`src/rtl/rsx_pkg.sv`:
```
package rsx_pkg;
    localparam int PCM_BITS  = 8;
    localparam int CODE_BITS = 5;

    typedef enum logic [1:0] {
        RATE_NARROW4 = 2'b00,
        RATE_NARROW3 = 2'b01,
        RATE_NARROW2 = 2'b10,
        RATE_WIDE5   = 2'b11
    } rate_e;

    localparam logic [PCM_BITS-1:0] IDLE_LAW0 = 8'hFF;
    localparam logic [PCM_BITS-1:0] IDLE_LAW1 = 8'hD5;
endpackage

```
`src/rtl/rsx_word_fmt.sv`:
```
module rsx_word_fmt
    import rsx_pkg::*;
#(
    parameter int PCM_W  = PCM_BITS,
    parameter int CODE_W = CODE_BITS,
    parameter logic [PCM_W-1:0] IDLE0 = IDLE_LAW0,
    parameter logic [PCM_W-1:0] IDLE1 = IDLE_LAW1,
    localparam int LEN_W = $clog2(CODE_W + 1)
) (
    input  logic [PCM_W-1:0]  pcm_in,
    input  logic [CODE_W-1:0] code_in,
    input  logic [1:0]        rate_in,
    input  logic              law_in,
    input  logic              en_in,
    output logic [PCM_W-1:0]  pcm_word,
    output logic [CODE_W-1:0] code_slot,
    output logic [LEN_W-1:0]  code_len
);
    // number of significant code bits for each rate
    function automatic int sig_bits(input logic [1:0] r);
        case (rate_e'(r))
            RATE_WIDE5:   return CODE_W;
            RATE_NARROW4: return CODE_W - 1;
            RATE_NARROW3: return CODE_W - 2;
            default:      return CODE_W - 3;
        endcase
    endfunction

    always_comb begin
        int nb;
        logic [CODE_W-1:0] mask;
        nb   = sig_bits(rate_in);
        mask = CODE_W'((1 << nb) - 1);
        code_len = (rate_e'(rate_in) == RATE_WIDE5) ? LEN_W'(CODE_W) : LEN_W'(CODE_W - 1);
        if (en_in) begin
            pcm_word  = pcm_in;
            code_slot = (code_in & mask) << (CODE_W - nb);
        end else begin
            pcm_word  = law_in ? IDLE1 : IDLE0;
            code_slot = '0;
        end
    end
endmodule

```
`src/rtl/rsx_bit_ptr.sv`:
```
module rsx_bit_ptr #(
    parameter int MAXLEN = 8,
    localparam int LW = $clog2(MAXLEN + 1)
) (
    input  logic          clk,
    input  logic          rst_n,
    input  logic          clr,
    input  logic          adv,
    input  logic [LW-1:0] len,
    output logic [LW-1:0] idx
);
    typedef struct packed {
        logic [LW-1:0] pos;
    } ptr_t;

    ptr_t ptr_d, ptr_q;

    always_comb begin
        ptr_d = ptr_q;
        if (clr) begin
            ptr_d.pos = '0;
        end else if (adv) begin
            ptr_d.pos = (ptr_q.pos >= len - LW'(1)) ? '0 : ptr_q.pos + LW'(1);
        end
    end

    always_ff @(posedge clk or negedge rst_n) begin
        if (!rst_n) ptr_q <= '0;
        else        ptr_q <= ptr_d;
    end

    assign idx = ptr_q.pos;
endmodule

```
`src/rtl/recirc_ser_tx.sv`:
```
module recirc_ser_tx
    import rsx_pkg::*;
#(
    parameter int PCM_W  = PCM_BITS,
    parameter int CODE_W = CODE_BITS
) (
    input  logic              clk,
    input  logic              rst_n,
    input  logic              strobe,
    input  logic              pcm_sclk,
    input  logic              code_sclk,
    input  logic              dir_in,
    input  logic [1:0]        rate_in,
    input  logic              law_in,
    input  logic              en_in,
    input  logic [PCM_W-1:0]  pcm_in,
    input  logic [CODE_W-1:0] code_in,
    output logic              pcm_sd,
    output logic              pcm_oe,
    output logic              code_sd,
    output logic              code_oe
);
    localparam int PLW = $clog2(PCM_W + 1);
    localparam int CLW = $clog2(CODE_W + 1);

    typedef struct packed {
        logic              strb;
        logic              pclk;
        logic              cclk;
        logic              loaded;
        logic              dir;
        logic [PCM_W-1:0]  pcm_word;
        logic [CODE_W-1:0] code_slot;
        logic [CLW-1:0]    code_len;
    } tx_t;

    tx_t s_d, s_q;

    logic [PCM_W-1:0]  fmt_pcm;
    logic [CODE_W-1:0] fmt_slot;
    logic [CLW-1:0]    fmt_len;
    logic              fall, p_adv, c_adv;
    logic [PLW-1:0]    pidx;
    logic [CLW-1:0]    cidx;

    rsx_word_fmt #(.PCM_W(PCM_W), .CODE_W(CODE_W)) u_fmt (
        .pcm_in   (pcm_in),
        .code_in  (code_in),
        .rate_in  (rate_in),
        .law_in   (law_in),
        .en_in    (en_in),
        .pcm_word (fmt_pcm),
        .code_slot(fmt_slot),
        .code_len (fmt_len)
    );

    assign fall  = s_q.strb & ~strobe;
    assign p_adv = strobe & pcm_sclk  & ~s_q.pclk;
    assign c_adv = strobe & code_sclk & ~s_q.cclk;

    rsx_bit_ptr #(.MAXLEN(PCM_W)) u_pptr (
        .clk  (clk),
        .rst_n(rst_n),
        .clr  (fall),
        .adv  (p_adv),
        .len  (PLW'(PCM_W)),
        .idx  (pidx)
    );

    rsx_bit_ptr #(.MAXLEN(CODE_W)) u_cptr (
        .clk  (clk),
        .rst_n(rst_n),
        .clr  (fall),
        .adv  (c_adv),
        .len  (s_q.code_len),
        .idx  (cidx)
    );

    always_comb begin
        s_d      = s_q;
        s_d.strb = strobe;
        s_d.pclk = pcm_sclk;
        s_d.cclk = code_sclk;
        if (fall) begin
            s_d.loaded    = 1'b1;
            s_d.dir       = dir_in;
            s_d.pcm_word  = fmt_pcm;
            s_d.code_slot = fmt_slot;
            s_d.code_len  = fmt_len;
        end
    end

    always_ff @(posedge clk or negedge rst_n) begin
        if (!rst_n) s_q <= '0;
        else        s_q <= s_d;
    end

    always_comb begin
        pcm_oe  = s_q.strb & s_q.loaded & ~s_q.dir;
        code_oe = s_q.strb & s_q.loaded &  s_q.dir;
        pcm_sd  = pcm_oe  & s_q.pcm_word[PCM_W - 1 - int'(pidx)];
        code_sd = code_oe & s_q.code_slot[CODE_W - 1 - int'(cidx)];
    end
endmodule

```
`config.mk`:
```
export PLATFORM = sky130hd
export DESIGN_NAME = recirc_ser_tx
export DESIGN_NICKNAME = d
export VERILOG_FILES = /design/src/rtl/rsx_pkg.sv /design/src/rtl/rsx_word_fmt.sv /design/src/rtl/rsx_bit_ptr.sv /design/src/rtl/recirc_ser_tx.sv
export SDC_FILE = /design/constraint.sdc
export NUM_CORES = 1
export LEC_CHECK = 0
export BUFFER_PORTS_ARGS = -buffer_cell sky130_fd_sc_hd__buf_4
export CAP_MARGIN = 40
export CORE_MARGIN = 2
export CORE_UTILIZATION = 50
export DETAILED_ROUTE_END_ITERATION = 8
export PLACE_DENSITY = 0.77
export SLEW_MARGIN = 25
export SYNTH_ARGS = -nofsm -noshare
export SYNTH_HDL_FRONTEND = slang
export SYNTH_HIERARCHICAL = 1
export SYNTH_SLANG_ARGS = --single-unit
```
`constraint.sdc`:
```
create_clock -name clk -period 1.7 [get_ports clk]
set_input_delay 0.085 -clock clk [delete_from_list [all_inputs] [get_ports clk]]
set_output_delay 0.085 -clock clk [all_outputs]
set_load 0.005 [all_outputs]
```
======== Yosys cells after proc, flatten, opt, wreduce, memory -nomap -nowiden ========
Index checks and enable logic that the tools add are counted.
storage, ports and cells
  register bits after elaboration ......... 28
  output and inout bits ................... 4
  logic and storage cells ................. 60
cells by class
  $add $sub $neg .......................... 7
  magnitude comparators ................... 4
  eq/ne operators ......................... 2
  shift operators ......................... 2
  mux-type cells .......................... 17
  bitwise operators ....................... 15
  reduce and logical (&&, ||, !) cells .... 3
operators by type and width
  kind                                                         count
  left shift 5 x 32 -> 5 bit                                   1
  2-to-1 mux 4 bit                                             3
  AND 1 bit                                                    10
  2-to-1 mux 3 bit                                             3
  case mux 3 bit (3 select lines)                              1
  2-to-1 mux 8 bit                                             1
  subtractor 3 x 3 -> 4 bit (first input constant)             2
  binary-select mux 1 bit (select 3 bit)                       2
  2-to-1 mux 6 bit                                             1
  AND 5 bit                                                    1
  less-than comparator 4 x 5 -> 1 bit (second input constant)  1
  less-than comparator 5 bit (second input constant)           1
  2-to-1 mux 1 bit                                             5
  2-to-1 mux 5 bit                                             1
  left shift 1 x 3 -> 5 bit (first input constant)             1
  subtractor 3 x 4 -> 5 bit (first input constant)             1
  subtractor 5 x 2 -> 5 bit (second input constant)            1
  adder 4 x 1 -> 4 bit (second input constant)                 1
  >= comparator 4 x 3 -> 1 bit (second input constant)         1
  NOT 1 bit                                                    4
  nonzero test 2 bit                                           2
  adder 3 x 1 -> 3 bit (second input constant)                 1
  >= comparator 3 bit                                          1
  subtractor 3 x 1 -> 3 bit (second input constant)            1
  3 further kinds                                              3

======== Logic depth before layout (Yosys ltp) ========
Gate-level depths: netlist of run 1.
  depth after elaboration ................. 7
  mapped depth ............................ 8
  mapped depth without buffers ............ 8

======== Modules after synthesis ========
Netlist of run 1, hierarchy kept.
by module, submodules not included
  module                 times used  cells each  area an instance (um^2)  sequential area each (um^2)
  recirc_ser_tx          1           66          925.9                    525.5
  rsx_bit_ptr at u_pptr  1           37          365.4                    100.1
  rsx_word_fmt           1           41          270.3                    0.0
  rsx_bit_ptr at u_cptr  1           27          266.5                    75.1

======== Worst setup path after synthesis of run 1 ========
No wires, ideal clock.
  kind .................................... register -> register
  from .................................... register u_pptr.ptr_q (netlist bit u_pptr/idx[0])
  to ...................................... register u_pptr.ptr_q (netlist bit u_pptr/idx[3])
  library setup time ...................... 0.082 ns
  arrival time ............................ 1.554 ns
  slack ................................... 0.064 ns
  stages on the path, launching flop included .. 7
  buffers on the path ..................... 0
  cells stage by stage .................... dfrtp_1 > inv_1 > ha_1 > nand2b_4 > a2111oi_4 > o211ai_1 > a31oi_1
between the ends
  cells in the longest elaborated chain, start to end .. 4
ends and longest elaborated chain
  item                                                                  RTL line           source
  from (decl)                                                           rsx_bit_ptr.sv:16  ptr_t ptr_d, ptr_q;
  from (signal assigned)                                                rsx_bit_ptr.sv:29  else ptr_q <= ptr_d;
  adder 4 x 1 -> 4 bit or >= comparator 4 x 3 -> 1 bit (tied branches)  rsx_bit_ptr.sv:23  ptr_d.pos = (ptr_q.pos >= len - LW'(1)) ? '0 : ptr_q.pos + LW'(1);
  2-to-1 mux 4 bit *                                                    rsx_bit_ptr.sv:23
  2-to-1 mux 4 bit *                                                    rsx_bit_ptr.sv:22  end else if (adv) begin
  2-to-1 mux 4 bit *                                                    rsx_bit_ptr.sv:20  if (clr) begin
Every way passes the cells marked *; elsewhere a longest branch is shown, timed or not. The select of a mux whose other input is x is not followed.
A chain may end at the register's enable or synchronous reset.

======== Worst setup path after layout of run 1 ========
  from .................................... register u_cptr.ptr_q (netlist bit u_cptr/idx[0])
  to ...................................... output port code_sd
between the ends
  cells in the longest elaborated chain, start to end .. 5
ends and longest elaborated chain
  item                                                 RTL line              source
  from (decl)                                          rsx_bit_ptr.sv:16
  from (signal assigned)                               rsx_bit_ptr.sv:29
  subtractor 3 x 3 -> 4 bit                            recirc_ser_tx.sv:102  code_sd = code_oe & s_q.code_slot[CODE_W - 1 - int'(cidx)];
  binary-select mux 1 bit (select 3 bit)               recirc_ser_tx.sv:102
  2-to-1 mux 1 bit (not written as such) (2 in a row)  recirc_ser_tx.sv:102
  AND 1 bit                                            recirc_ser_tx.sv:102
  to (decl)                                            recirc_ser_tx.sv:20   output logic code_sd,
No other way between the ends. The select of a mux whose other input is x is not followed.

==> reports/results.txt, run 1 <==
Summing every instance area after synthesis gives 0.00183 mm2. Row generation in the floorplan step produced 21 rows. The wire-length estimate of the detail-placed layout is 2680 um.

The detail route stage leaves a number of antenna-violating nets equal to 0. In the post-synthesis netlist, the cell with the most instances is sky130_fd_sc_hd__dfrtp_1. The area share of the largest cell type after synthesis works out to 0.383.

27 I/O pins were placed. The final routed wire length divided by cell count works out to 13.5 um. The cell sitting at the root of the clock tree is a sky130_fd_sc_hd__clkbuf_4.

The count of unique library cells instantiated by Yosys was 42; the total negative slack was -0.100 ns. The flow ran to the end, but the final reports show violations. The complex-gate fraction of the synthesized area was 0.128.

After synthesis, the cell types taking the most area are sky130_fd_sc_hd__dfrtp_1 (38%), sky130_fd_sc_hd__ha_1 (11%), sky130_fd_sc_hd__mux2_2 (10%). In this run, the number of DRC markers left after iteration 0 of detailed routing was 58. Synthesis produced 171 cells.

After global routing the overflow that remains totals 0. The tools report the worst setup timing slack at the placement stage as -0.0127 ns. A synthesized cell averages 10.7 um2. Setup repair after global routing could not meet its margin everywhere. The synthesized design spends more area on one cell type than any other, namely sky130_fd_sc_hd__dfrtp_1. Top cell family by delay on the critical path: multiplexers. Data on the critical path is required at its endpoint by 1.62 ns.

Terminus of the critical flop-to-flop path: u_pptr/idx[1]. Worst hold-check path type: input port to register. The parity-gate share of the synthesized area counting xor and xnor cells came out at 0.0192. In this run the static leakage power is 1.04 nW. The placed instances occupy a cell area of 0.00211 mm2. Across the VDD grid, the largest voltage drop is 0.376 mV. Dividing the detail-routed via count by the number of cells gives 5.23. Highest cell delay on the worst timing path: 0.47 ns. For this run, the post-layout net count is 259. The CTS clock-pin slew for the worst setup and hold paths is 0.15 ns, and the initial cell density of the core is 0.535.

The synthesized-area fraction occupied by adder cells is 0.110, and the shortest clock period the worst path allows after layout is 1.76 ns. The final reports fail on setup timing. The multiplexer share of the synthesized area works out to 0.157. Post-layout worst setup margin: -0.0564 ns. For this run, design rule violations remaining after detail routing come to 0. The share of the clock period used by the worst path is 1.03. After synthesis, the most frequently instantiated cells are sky130_fd_sc_hd__dfrtp_1 (28), sky130_fd_sc_hd__mux2_2 (17), sky130_fd_sc_hd__ha_1 (16).

The die span in y works out to 64.5 um. Post-synthesis simple-gate area fraction: 0.153. For this block, the routed nets add up to 3570 um of wire. Fraction of the core area covered by cells at the end of the flow: 0.671.

The number of levels in the clock H-tree was 1. The critical path goes through buf_4 > mux4_2 > o211a_1 > buf_4. Port buffering added 26 buffers. STA puts the critical path data arrival time at 1.67 ns.

Counting flops with a built-in enable in the synthesized netlist gives 0. The final number of max-transition violations was 0; the number of buffer and inverter stages on the critical path was 2. The share of synthesized flip-flops with an asynchronous set or reset is 1.00, and the hold violation total from the final report is 0. The power density normalized to cell area works out to 818 mW/mm2. The logs give 0.00342 mm2 for the core region area and 0.569 GHz for the highest clock rate. Counting flops and latches in the post-synthesis netlist gives 28. Measured in cells, the most critical reg-to-reg path has a length of 6. The clock arrives with 0.00370 ns of skew. The count of antenna diodes in the layout came out at 0. Area growth from synthesis to layout: 25.3%. STA classifies the critical path endpoint as an output port. The first detailed-routing pass took 4 iterations.

The global router's overall resource usage was 0.190. The dominant combinational cell family by area after synthesis is multiplexers. Number of cells on the critical path: 4. TritonCTS built the clock tree. The run gives 28 as the sink count of the clock tree.

The worst setup path is of the register to output port kind. Die outline area: 0.00416 mm2. The max-capacitance violation count was 0. Tracing the worst setup path back leads to its startpoint at u_cptr/idx[0].

Critical path startpoint category: a register. Counting along the longest clock path gives a buffer depth of 2. The die is 64.5 um wide. The logs give 6260 um for the global-route wire length before repair and 0 for the number of antenna violations at the first check in global routing. The run gives 2 as the count of endpoints failing setup in the final report.

Entering global routing, the biggest net connects 29 pins. The most critical setup path has its endpoint at code_sd. The run gives 0.0669 ns as the final hold slack. The prevailing post-synth register cell was sky130_fd_sc_hd__dfrtp_1. In this run the worst path has a maximum fanout of 3. The via count of the first global-routing pass is 1,438, and the final RePlAce weighted congestion is 0.784. Buffers inserted during clock tree synthesis total 3. The fraction of the yosys area taken by sequential cells is 0.383.

The worst flop-to-flop path startpoint was u_pptr/idx[0]. Across all layers, the routed design uses 1,380 vias. The share of cells above drive strength 1 works out to 0.372. After routing the design area is 0.00229 mm2. The clock reaches the later pin of the worst-skew pair after 0.32 ns. In this design, the critical path's most frequently occurring cell is sky130_fd_sc_hd__buf_4.

Slowest cell on the critical path: sky130_fd_sc_hd__mux4_2. The count of yosys warnings during synthesis is 6, and the register-to-register setup slack is 0.02 ns.
[worst min path at each step]
stage / start / endpoint / slack [ns] / cells after the start
after detailed placement: rst_n / s_q[6] / 0.02 / 1
after CTS: pcm_in[0] / s_q[8] / 0.06 / 3
after global placement: rst_n / s_q[3] / 0.02 / 1
after global routing: pcm_in[7] / s_q[15] / 0.06 / 3
final: pcm_in[0] / s_q[8] / 0.07 / 3
after floorplan: rst_n / s_q[0] / -0.21 / 0
[where the power goes]
| group | internal [W] | switching, W |
|---|---|---|
| clock | 0.0000829 | 0.000187 |
| sequential | 0.000762 | 0.0000672 |
| combinational | 0.000419 | 0.000357 |
| total | 0.00126 | 0.000611 |
[what timing repair did]
action,in CTS,in global routing
hold endpoints to repair,32,0
hold buffers,5,0
setup endpoints to repair,4,9
resized for setup,1,10
pin swaps,6,9
setup buffers,3,4
[worst reg2reg max path: stages, from the launching register on]
cell                        delay (ns)
sky130_fd_sc_hd__dfrtp_1          0.42
sky130_fd_sc_hd__inv_2            0.08
sky130_fd_sc_hd__ha_4             0.19
sky130_fd_sc_hd__nand2b_4         0.14
sky130_fd_sc_hd__a2111oi_4        0.45
sky130_fd_sc_hd__o211ai_1         0.15
sky130_fd_sc_hd__a21oi_1          0.20
[cell families (layout without fill, tap and decap cells)]
| logic type | after synthesis | after routing |
|---|---|---|
| other | 4 | 9 |
| muxes | 24 | 24 |
| and+or+nand+nor | 49 | 49 |
| buffers and inverters | 15 | 57 |
| DFF | 28 | 28 |
| xor gates and xnor gates | 4 | 4 |
| adders and majority gates | 16 | 16 |
| AOI/OAI and AO/OA | 31 | 31 |
[per-layer routing]
metal	vias to the layer above	track usage	wire length, um
met1	662	0.241	1550
met2	34	0.348	1830
met3	2	0.0191	181
met4	0	0.0452	8
li1	682	-	-
met5	-	0	0
[through the flow]
stage	cells	power, W
floorplan	176	0.00130
global placement	249	0.00147
detailed placement	249	0.00152
CTS	260	0.00181
global route	264	0.00202
finish	264	0.00187
[layout make-up]
type / count / area (um2)
fillers: 292 / 1120
flip-flops and latches: 28 / 701
clock buffers: 3 / 22.5
inverters: 10 / 37.5
well taps: 46 / 57.6
multi-input cells: 133 / 1130
repair buffers: 44 / 343
[flip-flops by register name, summed over array words and instances, names as in the netlist]
register,count
s_q,21
u_cptr/idx,3
u_pptr/idx,4
[cells in the final DEF, fill, tap and decap left out, types with 5 or more instances in the layout]
| cell | count |
|---|---|
| sky130_fd_sc_hd__nand2b_1 | 13 |
| sky130_fd_sc_hd__a21oi_1 | 6 |
| sky130_fd_sc_hd__nand2_1 | 11 |
| sky130_fd_sc_hd__ha_1 | 12 |
| sky130_fd_sc_hd__dfrtp_1 | 28 |
| sky130_fd_sc_hd__conb_1 | 9 |
| sky130_fd_sc_hd__dlygate4sd3_1 | 5 |
| sky130_fd_sc_hd__mux2i_1 | 5 |
| sky130_fd_sc_hd__o21ai_0 | 7 |
| sky130_fd_sc_hd__mux2_2 | 17 |
| sky130_fd_sc_hd__inv_1 | 6 |
| sky130_fd_sc_hd__nor2_1 | 8 |
| sky130_fd_sc_hd__buf_4 | 39 |
(Power assumes the default switching activity.)
==> inputs of run 2 (changes only) <==
--- a/config.mk
+++ b/config.mk
@@ -5,13 +5,14 @@
 export SDC_FILE = /design/constraint.sdc
 export NUM_CORES = 1
 export LEC_CHECK = 0
+export ABC_AREA = 0
 export BUFFER_PORTS_ARGS = -buffer_cell sky130_fd_sc_hd__buf_4
 export CAP_MARGIN = 40
 export CORE_MARGIN = 2
 export CORE_UTILIZATION = 50
 export DETAILED_ROUTE_END_ITERATION = 8
 export PLACE_DENSITY = 0.77
-export SLEW_MARGIN = 25
+export SLEW_MARGIN = 10
 export SYNTH_ARGS = -nofsm -noshare
 export SYNTH_HDL_FRONTEND = slang
 export SYNTH_HIERARCHICAL = 1
==> constraint.sdc (replaced) <==
create_clock -name clk -period 1.6 [get_ports clk]
set_input_delay 0.08 -clock clk [delete_from_list [all_inputs] [get_ports clk]]
set_output_delay 0.08 -clock clk [all_outputs]
set_load 0.005 [all_outputs]
==> reports/results.txt, run 2 (synthesis results as in run 1) <==
The run finished, with violations left. The checks that failed: setup timing. The first global-routing pass estimated 6500 um of wire. The logs give 249 for the post-placement cell count and 0 for the overall overflow remaining after global route. The setup path with the least slack is of type register to output port. The sink count of the clock tree was 28. Compared with the post-synthesis result, the final layout area differs by 25.6%. For the number of nets at the end of the flow, the log shows 257. For the number of levels in the clock H-tree, the log shows 1. Setup repair after global routing could not meet its margin everywhere. The total number of placement rows is 21.

In this run the number of cells on the critical path is 5. The run gives 2660 um as the sum of net half-perimeters after detailed placement. The top register by number of flip-flops was s_q. Across all register-to-register paths, the minimum setup slack is -0.03 ns. 27 I/O pins were placed. In this run the static leakage power is 1.03 nW. In the final layout, the multi-input gates occupy 0.00113 mm2.

The share of cells above drive strength 1 is 0.366. For the deepest clock path buffer count, the log shows 2. Fraction of the core area covered by cells at the end of the flow: 0.672. The number of cell instances on the worst register-to-register path came out at 5. The power density normalized to cell area was 860 mW/mm2; the post-layout worst setup margin was -0.204 ns. Once layout is done, the placed cells without fillers occupy 0.00230 mm2. After the flow finishes, the layout carries non-filler instances totaling 262.

The clock latency of the later-clocked register in the worst-skew pair is 0.31 ns. On the worst path, the slowest cell contributes a delay of 0.48 ns. The top cell types in the final layout, fill and taps aside, are sky130_fd_sc_hd__buf_4 (34), sky130_fd_sc_hd__dfrtp_1 (28), sky130_fd_sc_hd__mux2_2 (17), sky130_fd_sc_hd__nand2b_1 (13), sky130_fd_sc_hd__ha_1 (12). The final RePlAce weighted congestion was 0.845. The tools report the core region area as 0.00342 mm2. The tools report the terminus of the critical flop-to-flop path as u_pptr/idx[1].

The register with the most flip-flops in the layout has 21 of them. The tools report the number of detailed-route iterations in the first pass as 4. The count of endpoints failing setup in the final report is 4. TritonCTS built the clock tree.

The worst clock skew was 0.00571 ns; the final hold slack was 0.0697 ns. The die is 64.5 um tall. The repair_antennas step left the layout with diodes totalling 0. STA puts the critical path data required time at 1.52 ns. The smallest clock period supported by the final layout is computed as 1.80 ns. The via count normalized by instance count is 5.24, and the CTS clock-pin slew for the worst setup and hold paths is 0.14 ns. The final number of max-transition violations was 0; the global router's overall resource usage was 0.201. After detailed routing, the total wire length is 3620 um. The tools report the register area as 701 um2. The slowest cell on the critical path is sky130_fd_sc_hd__mux4_2. Most common library cell in the layout ignoring fill and taps: sky130_fd_sc_hd__buf_4. Buffers placed on the I/O ports in this run total 26.

For the max-capacitance violation count, the log shows 0. Via count of the first global-routing pass: 1,487. The worst setup path is launched from a register.

The count of nets left with antenna violations once routing finished came out at 0. The count of filler cells inserted in the layout came out at 273. The share of the clock period used by the worst path came out at 1.13.

The floorplan step defined a die boundary enclosing 0.00416 mm2. Entering global routing, the biggest net connects 29 pins. The initial cell density of the core was 0.535; the instance area after placement was 0.00212 mm2. The maximum net fanout on the critical path was 2; the total clock buffers created by CTS was 3. Along the worst hold path, the cell count comes to 3. Based on the critical path, the design can be clocked at up to 0.554 GHz. The signal on the critical path passes through buf_6 > mux4_2 > nor2_1 > and4b_1 > buf_4. For this run, design rule violations remaining after detail routing come to 0. The number of antenna violations at the first check in global routing is 0. The detailed-route via count was 1,373. The chip width is 64.5 um. In this run the worst setup path begins at u_pptr/idx[1]. Dividing the detail-routed wire length by the instance count gives 13.8 um. For the hold violation total from the final report, the log shows 0. The run gives -0.0234 ns as the worst setup timing slack at the placement stage. The worst hold-check path type is input port to register. The maximum resistive drop on vdd was 0.520 mV. CTS placed an instance of sky130_fd_sc_hd__clkbuf_4 at the clock tree root. The top cell family by delay on the critical path was multiplexers. The worst register-to-register path begins at u_pptr/idx[1]. The most critical setup path has its endpoint at pcm_sd.

The arrival time at the worst endpoint came out at 1.72 ns. Counting both buffers and inverters, the worst setup path holds a total of 2. STA classifies the critical path endpoint as an output port. The number of violations reported at the end of detailed-routing iteration 0 is 49.
==> run 2: worst register-to-register path: stages (launching register included) <==
cell and delay, ns:
sky130_fd_sc_hd__dfrtp_1 0.42, sky130_fd_sc_hd__buf_4 0.15, sky130_fd_sc_hd__ha_4 0.21, sky130_fd_sc_hd__a2111oi_4 0.46
sky130_fd_sc_hd__o211ai_1 0.16, sky130_fd_sc_hd__a21oi_1 0.17
==> run 2: final cells by class <==
class | instances | area share
flip-flops and latches | 28 | 0.305
clock buffers | 3 | 0.00981
multi-input cells | 133 | 0.492
inverters | 10 | 0.0163
repair buffers | 42 | 0.151
well taps | 46 | 0.0251
==> run 2: report_power, final <==
group	switching [W]	leakage, nW	internal, W	total [W]
Combinational	0.000380	0.682	0.000444	0.000824
Sequential	0.0000697	0.339	0.000809	0.000879
Clock	0.000184	0.0138	0.0000881	0.000272
==> run 2: worst min path at each step <==
stage | start | endpoint | slack, ns
final | pcm_in[4] | s_q[12] | 0.07
after global routing | pcm_in[4] | s_q[12] | 0.05
after CTS | pcm_in[4] | s_q[12] | 0.06
after detailed placement | rst_n | s_q[4] | 0.01
after global placement | rst_n | s_q[3] | 0.009
after floorplan | rst_n | s_q[0] | -0.22
==> run 2: timing repair <==
action,4_1_cts,5_1_grt
resized for setup,11,3
buffers inserted,5,1
pin swaps,13,8
setup endpoints to repair,8,9
hold endpoints to repair,32,0
hold buffers,5,0
==> run 2: layer usage <==
layer | track usage | up-vias | part of all wire
met1 | 0.229 | 669 | 0.41
met2 | 0.389 | 26 | 0.56
li1 | - | 676 | -
met5 | 0 | - | 0
met4 | 0.0532 | 0 | 0.0022
met3 | 0.0278 | 2 | 0.025
==> run 2: through the flow <==
step	TNS, ns	power (W)
floorplan	0	0.00138
global placement	0	0.00157
detailed placement	-0.0379	0.00162
CTS	-0.492	0.00197
global route	-1.25	0.00214
finish	-0.404	0.00197
==> inputs of run 3 (changes only) <==
--- a/config.mk
+++ b/config.mk
@@ -9,11 +9,10 @@
 export BUFFER_PORTS_ARGS = -buffer_cell sky130_fd_sc_hd__buf_4
 export CAP_MARGIN = 40
 export CORE_MARGIN = 2
-export CORE_UTILIZATION = 50
+export CORE_UTILIZATION = 49
 export DETAILED_ROUTE_END_ITERATION = 8
-export PLACE_DENSITY = 0.77
+export PLACE_DENSITY = 0.78
 export SLEW_MARGIN = 10
 export SYNTH_ARGS = -nofsm -noshare
 export SYNTH_HDL_FRONTEND = slang
-export SYNTH_HIERARCHICAL = 1
 export SYNTH_SLANG_ARGS = --single-unit
==> reports/results.txt, run 3 <==
The final route contains 1,208 vias. For this run, the post-layout net count is 225. The worst flop-to-flop path startpoint is u_cptr.idx[0].

The tools report the hold path endpoint as s_q[10]. Summed over all nets, the switching power comes to 0.000449 W. The number of synthesized flops with an enable pin was 0; the chip width was 58.0 um. The biggest area contributor in the post-synthesis netlist is sky130_fd_sc_hd__dfrtp_1. The required time reported for the critical path endpoint came out at 1.52 ns. Headroom to the max-slew limit: 0.602. The register bit count reported by yosys is 26, and the internal portion of total power is 0.00112 W.

The count of filler cells inserted in the layout was 196. By startpoint and endpoint, the worst setup path is classified as register to output port. The core region area is 0.00276 mm2, and the instance area after placement is 0.00167 mm2. The mean instance size in the synthesized netlist came out at 9.93 um2.

Yosys instantiated no cell more often than sky130_fd_sc_hd__dfrtp_1. After layout, the minimum clock period comes to 1.86 ns. The flow ran to the end, but the final reports show violations.

The critical path startpoint category was a register. The number of levels in the clock H-tree was 1; the area growth from synthesis to layout was 35.0%. The register with the most flip-flops in the layout has 19 of them. For the overall overflow remaining after global route, the log shows 0.

The tree built by TritonCTS fans out to 26 sinks. The relative contribution of sequential cells to total power was 0.482. Ranked by total cell area, the synthesized netlist is headed by sky130_fd_sc_hd__dfrtp_1 (45%), sky130_fd_sc_hd__ha_1 (8.7%), sky130_fd_sc_hd__mux4_2 (4.7%). Across the run, the number of max-cap violations was 0. The run gives 27 as the number of top-level design ports. Top register by number of flip-flops: s_q. Across all register-to-register paths, the minimum setup slack is 0.05 ns. Terminus of the critical flop-to-flop path: u_cptr.idx[2]. The first global-routing pass estimated 5350 um of wire.

After floorplanning, the core was divided into 19 placement rows. The hold violation total from the final report is 0, and the net count after synthesis is 177. The count of endpoints failing setup in the final report was 2. For this design the ratio of total power to cell area is 814 mW/mm2.

The prevailing post-synth register cell is sky130_fd_sc_hd__dfrtp_1. The hold path depth was 3; the sum of net half-perimeters after detailed placement was 2110 um. The worst setup path is captured at an output port. The switching portion of total power is 0.286. The root buffer cell is sky130_fd_sc_hd__clkbuf_4.

The global router's overall resource usage was 0.207. The origin of the worst setup path was u_cptr.idx[0]. In the layout the commonest cells are sky130_fd_sc_hd__buf_4 (37), sky130_fd_sc_hd__dfrtp_1 (25), sky130_fd_sc_hd__nand2_1 (16), sky130_fd_sc_hd__nor2_1 (13), sky130_fd_sc_hd__o21ai_0 (10). Static timing analysis puts the maximum clock frequency at 0.539 GHz. The clock latency of the later-clocked register in the worst-skew pair was 0.32 ns; the final cell count without fillers was 222.

The most common library cell in the layout ignoring fill and taps is sky130_fd_sc_hd__buf_4. In this run the most critical hold path is launched from pcm_in[2]. Measured along the y axis, the die boundary spans 58.0 um. Entering global routing, the biggest net connects 27 pins. The tools report the area of the mapped netlist as 0.00143 mm2.

The combinational fraction of design power was 0.303; the via count normalized by instance count was 5.44. Summed over all layers, the routed wires come to 3110 um. The worst setup timing slack at the placement stage was -0.0123 ns. The final routed wire length divided by cell count was 14.0 um; the share of synthesized flip-flops with an asynchronous set or reset was 1.00. Number of port buffers: 26. The run gives 1,213 as the via count of the first global-routing pass. The share of cells above drive strength 1 was 0.298; the number of detailed-route iterations in the first pass was 4. IR analysis of the VDD net gives a maximum drop of 0.661 mV.

The leakage power is 0.938 nW, and the number of antenna violations at the first check in global routing is 0. The finished cells cover 0.00193 mm2. The count of unique library cells instantiated by Yosys was 35.

The relative contribution of the clock network to total power is 0.215. The final number of max-transition violations is 0. The die covers 0.00337 mm2. The arrival time at the worst endpoint came out at 1.78 ns. The remaining antenna violation count after routing is 0. TritonCTS built the clock tree. The initial cell density of the core is 0.519, and the CTS clock-pin slew for the worst setup and hold paths is 0.15 ns. Setup repair after global routing could not meet its margin everywhere. Counting tap cells, the placed design contains a total of 200 instances. The final reports fail on setup timing. The number of cells on the worst reg-to-reg path is 8. At the pin with the least slew margin, the transition time is 0.597 ns. For the deepest clock path buffer count, the log shows 2. In the final timing run, aggregate negative setup slack is -0.360 ns. Between clock sinks in the finished design, the worst skew comes to 0.00555 ns. Clock tree synthesis inserted a total of 3 buffers.

The area share of the largest cell type after synthesis is 0.455, and the number of design rule violations left after detail routing is 0. The repair_antennas step left the layout with diodes totalling 0. Of all nets on the critical path, the largest fanout is 2. Share of the clock period used by the worst path: 1.16. The fraction of the yosys area taken by sequential cells was 0.455; the number of violations reported at the end of detailed-routing iteration 0 was 28.

Post-layout worst setup margin: -0.257 ns. By count the netlist is led by sky130_fd_sc_hd__dfrtp_1 (26), sky130_fd_sc_hd__nand2_1 (16), sky130_fd_sc_hd__nor2_1 (14). Synthesis handed over a netlist of 144 instances.

The tools report the final RePlAce weighted congestion as 0.798. The tightest min-delay check is of the input port to register type. The count of yosys warnings during synthesis was 0.
[run 3: changes by cell type after synthesis, moves of 4 or more]
cell	change
sky130_fd_sc_hd__ha_1	-6
sky130_fd_sc_hd__nand2b_1	-10
sky130_fd_sc_hd__nand2_1	+5
sky130_fd_sc_hd__nor2_1	+6
sky130_fd_sc_hd__mux2_2	-17
sky130_fd_sc_hd__conb_1	-4
sky130_fd_sc_hd__a31oi_1	+5
sky130_fd_sc_hd__o211ai_1	-4
[run 3: how the worst max path moves through the flow]
stage	end	slack, ns	depth (start not counted)
after floorplan	u_cptr.idx[2]	0.09	6
after global placement	u_cptr.idx[2]	0.03	6
after detailed placement	u_cptr.idx[2]	-0.01	6
after CTS	code_sd	-0.24	6
after global routing	code_sd	-0.32	6
final	code_sd	-0.26	6
[run 3: cells by family (layout without fill, tap and decap cells)]
kind of cell    count (synthesis)  count (layout)  share of synthesized area
fa+ha+maj                      10              10                     0.0875
mux                             8               8                     0.0822
xor+xnor                        2               2                     0.0123
simple gates                   51              51                      0.183
compound gates                 33              33                      0.141
flops                          26              26                      0.455
buf+inv                        14              61                     0.0394
[run 3: final cells by class]
cell class / instances / area (um2) / share of cell area
Multi-Input combinational cell: 104 / 787 / 0.408
Timing Repair Buffer: 47 / 379 / 0.196
Tap cell: 31 / 38.8 / 0.0201
Sequential cell: 26 / 652 / 0.338
Inverter: 10 / 37.5 / 0.0194
Clock buffer: 4 / 36.3 / 0.0188
[run 3: worst max-delay path, stage by stage (launching register included)]
cell and delay, ns:
sky130_fd_sc_hd__dfrtp_1 0.41, sky130_fd_sc_hd__inv_2 0.07, sky130_fd_sc_hd__ha_4 0.27, sky130_fd_sc_hd__mux4_2 0.28, sky130_fd_sc_hd__and2_4 0.14, sky130_fd_sc_hd__o21a_1 0.16, sky130_fd_sc_hd__buf_4 0.13
[run 3: power groups by stage]
| stage | Clock, W | Combinational (W) | Sequential, W |
|---|---|---|---|
| detailed placement | 0 | 0.000329 | 0.000772 |
| CTS | 0.000339 | 0.000411 | 0.000757 |
| global route | 0.000369 | 0.000522 | 0.000767 |
| finish | 0.000337 | 0.000476 | 0.000758 |
| floorplan | 0 | 0.000198 | 0.000765 |
| global placement | 0 | 0.000315 | 0.000767 |
[run 3: metal layers]
layer	vias to the layer above	global-route usage	part of all wire	wire length (um)
met4	0	0.0698	0.011	34
met2	32	0.360	0.48	1500
met1	576	0.264	0.47	1450
met3	2	0.0290	0.041	127
met5	-	0	0	0
li1	598	-	-	-
[run 3: repair_timing]
item	4_1_cts	5_1_grt
hold buffers	9	0
hold endpoints to repair	34	0
buffers inserted	7	2
gates resized for setup	5	8
pin swaps	4	7
setup endpoints to repair	4	4
[run 3: stage by stage]
stage	hold slack [ns]	power (W)	utilization
after floorplan	-0.216	0.000963	-
after global placement	0.00251	0.00108	0.605
after detailed placement	0.00647	0.00110	0.605
after CTS	0.00373	0.00151	0.678
after global routing	0.0122	0.00166	0.700
final	0.00749	0.00157	0.700
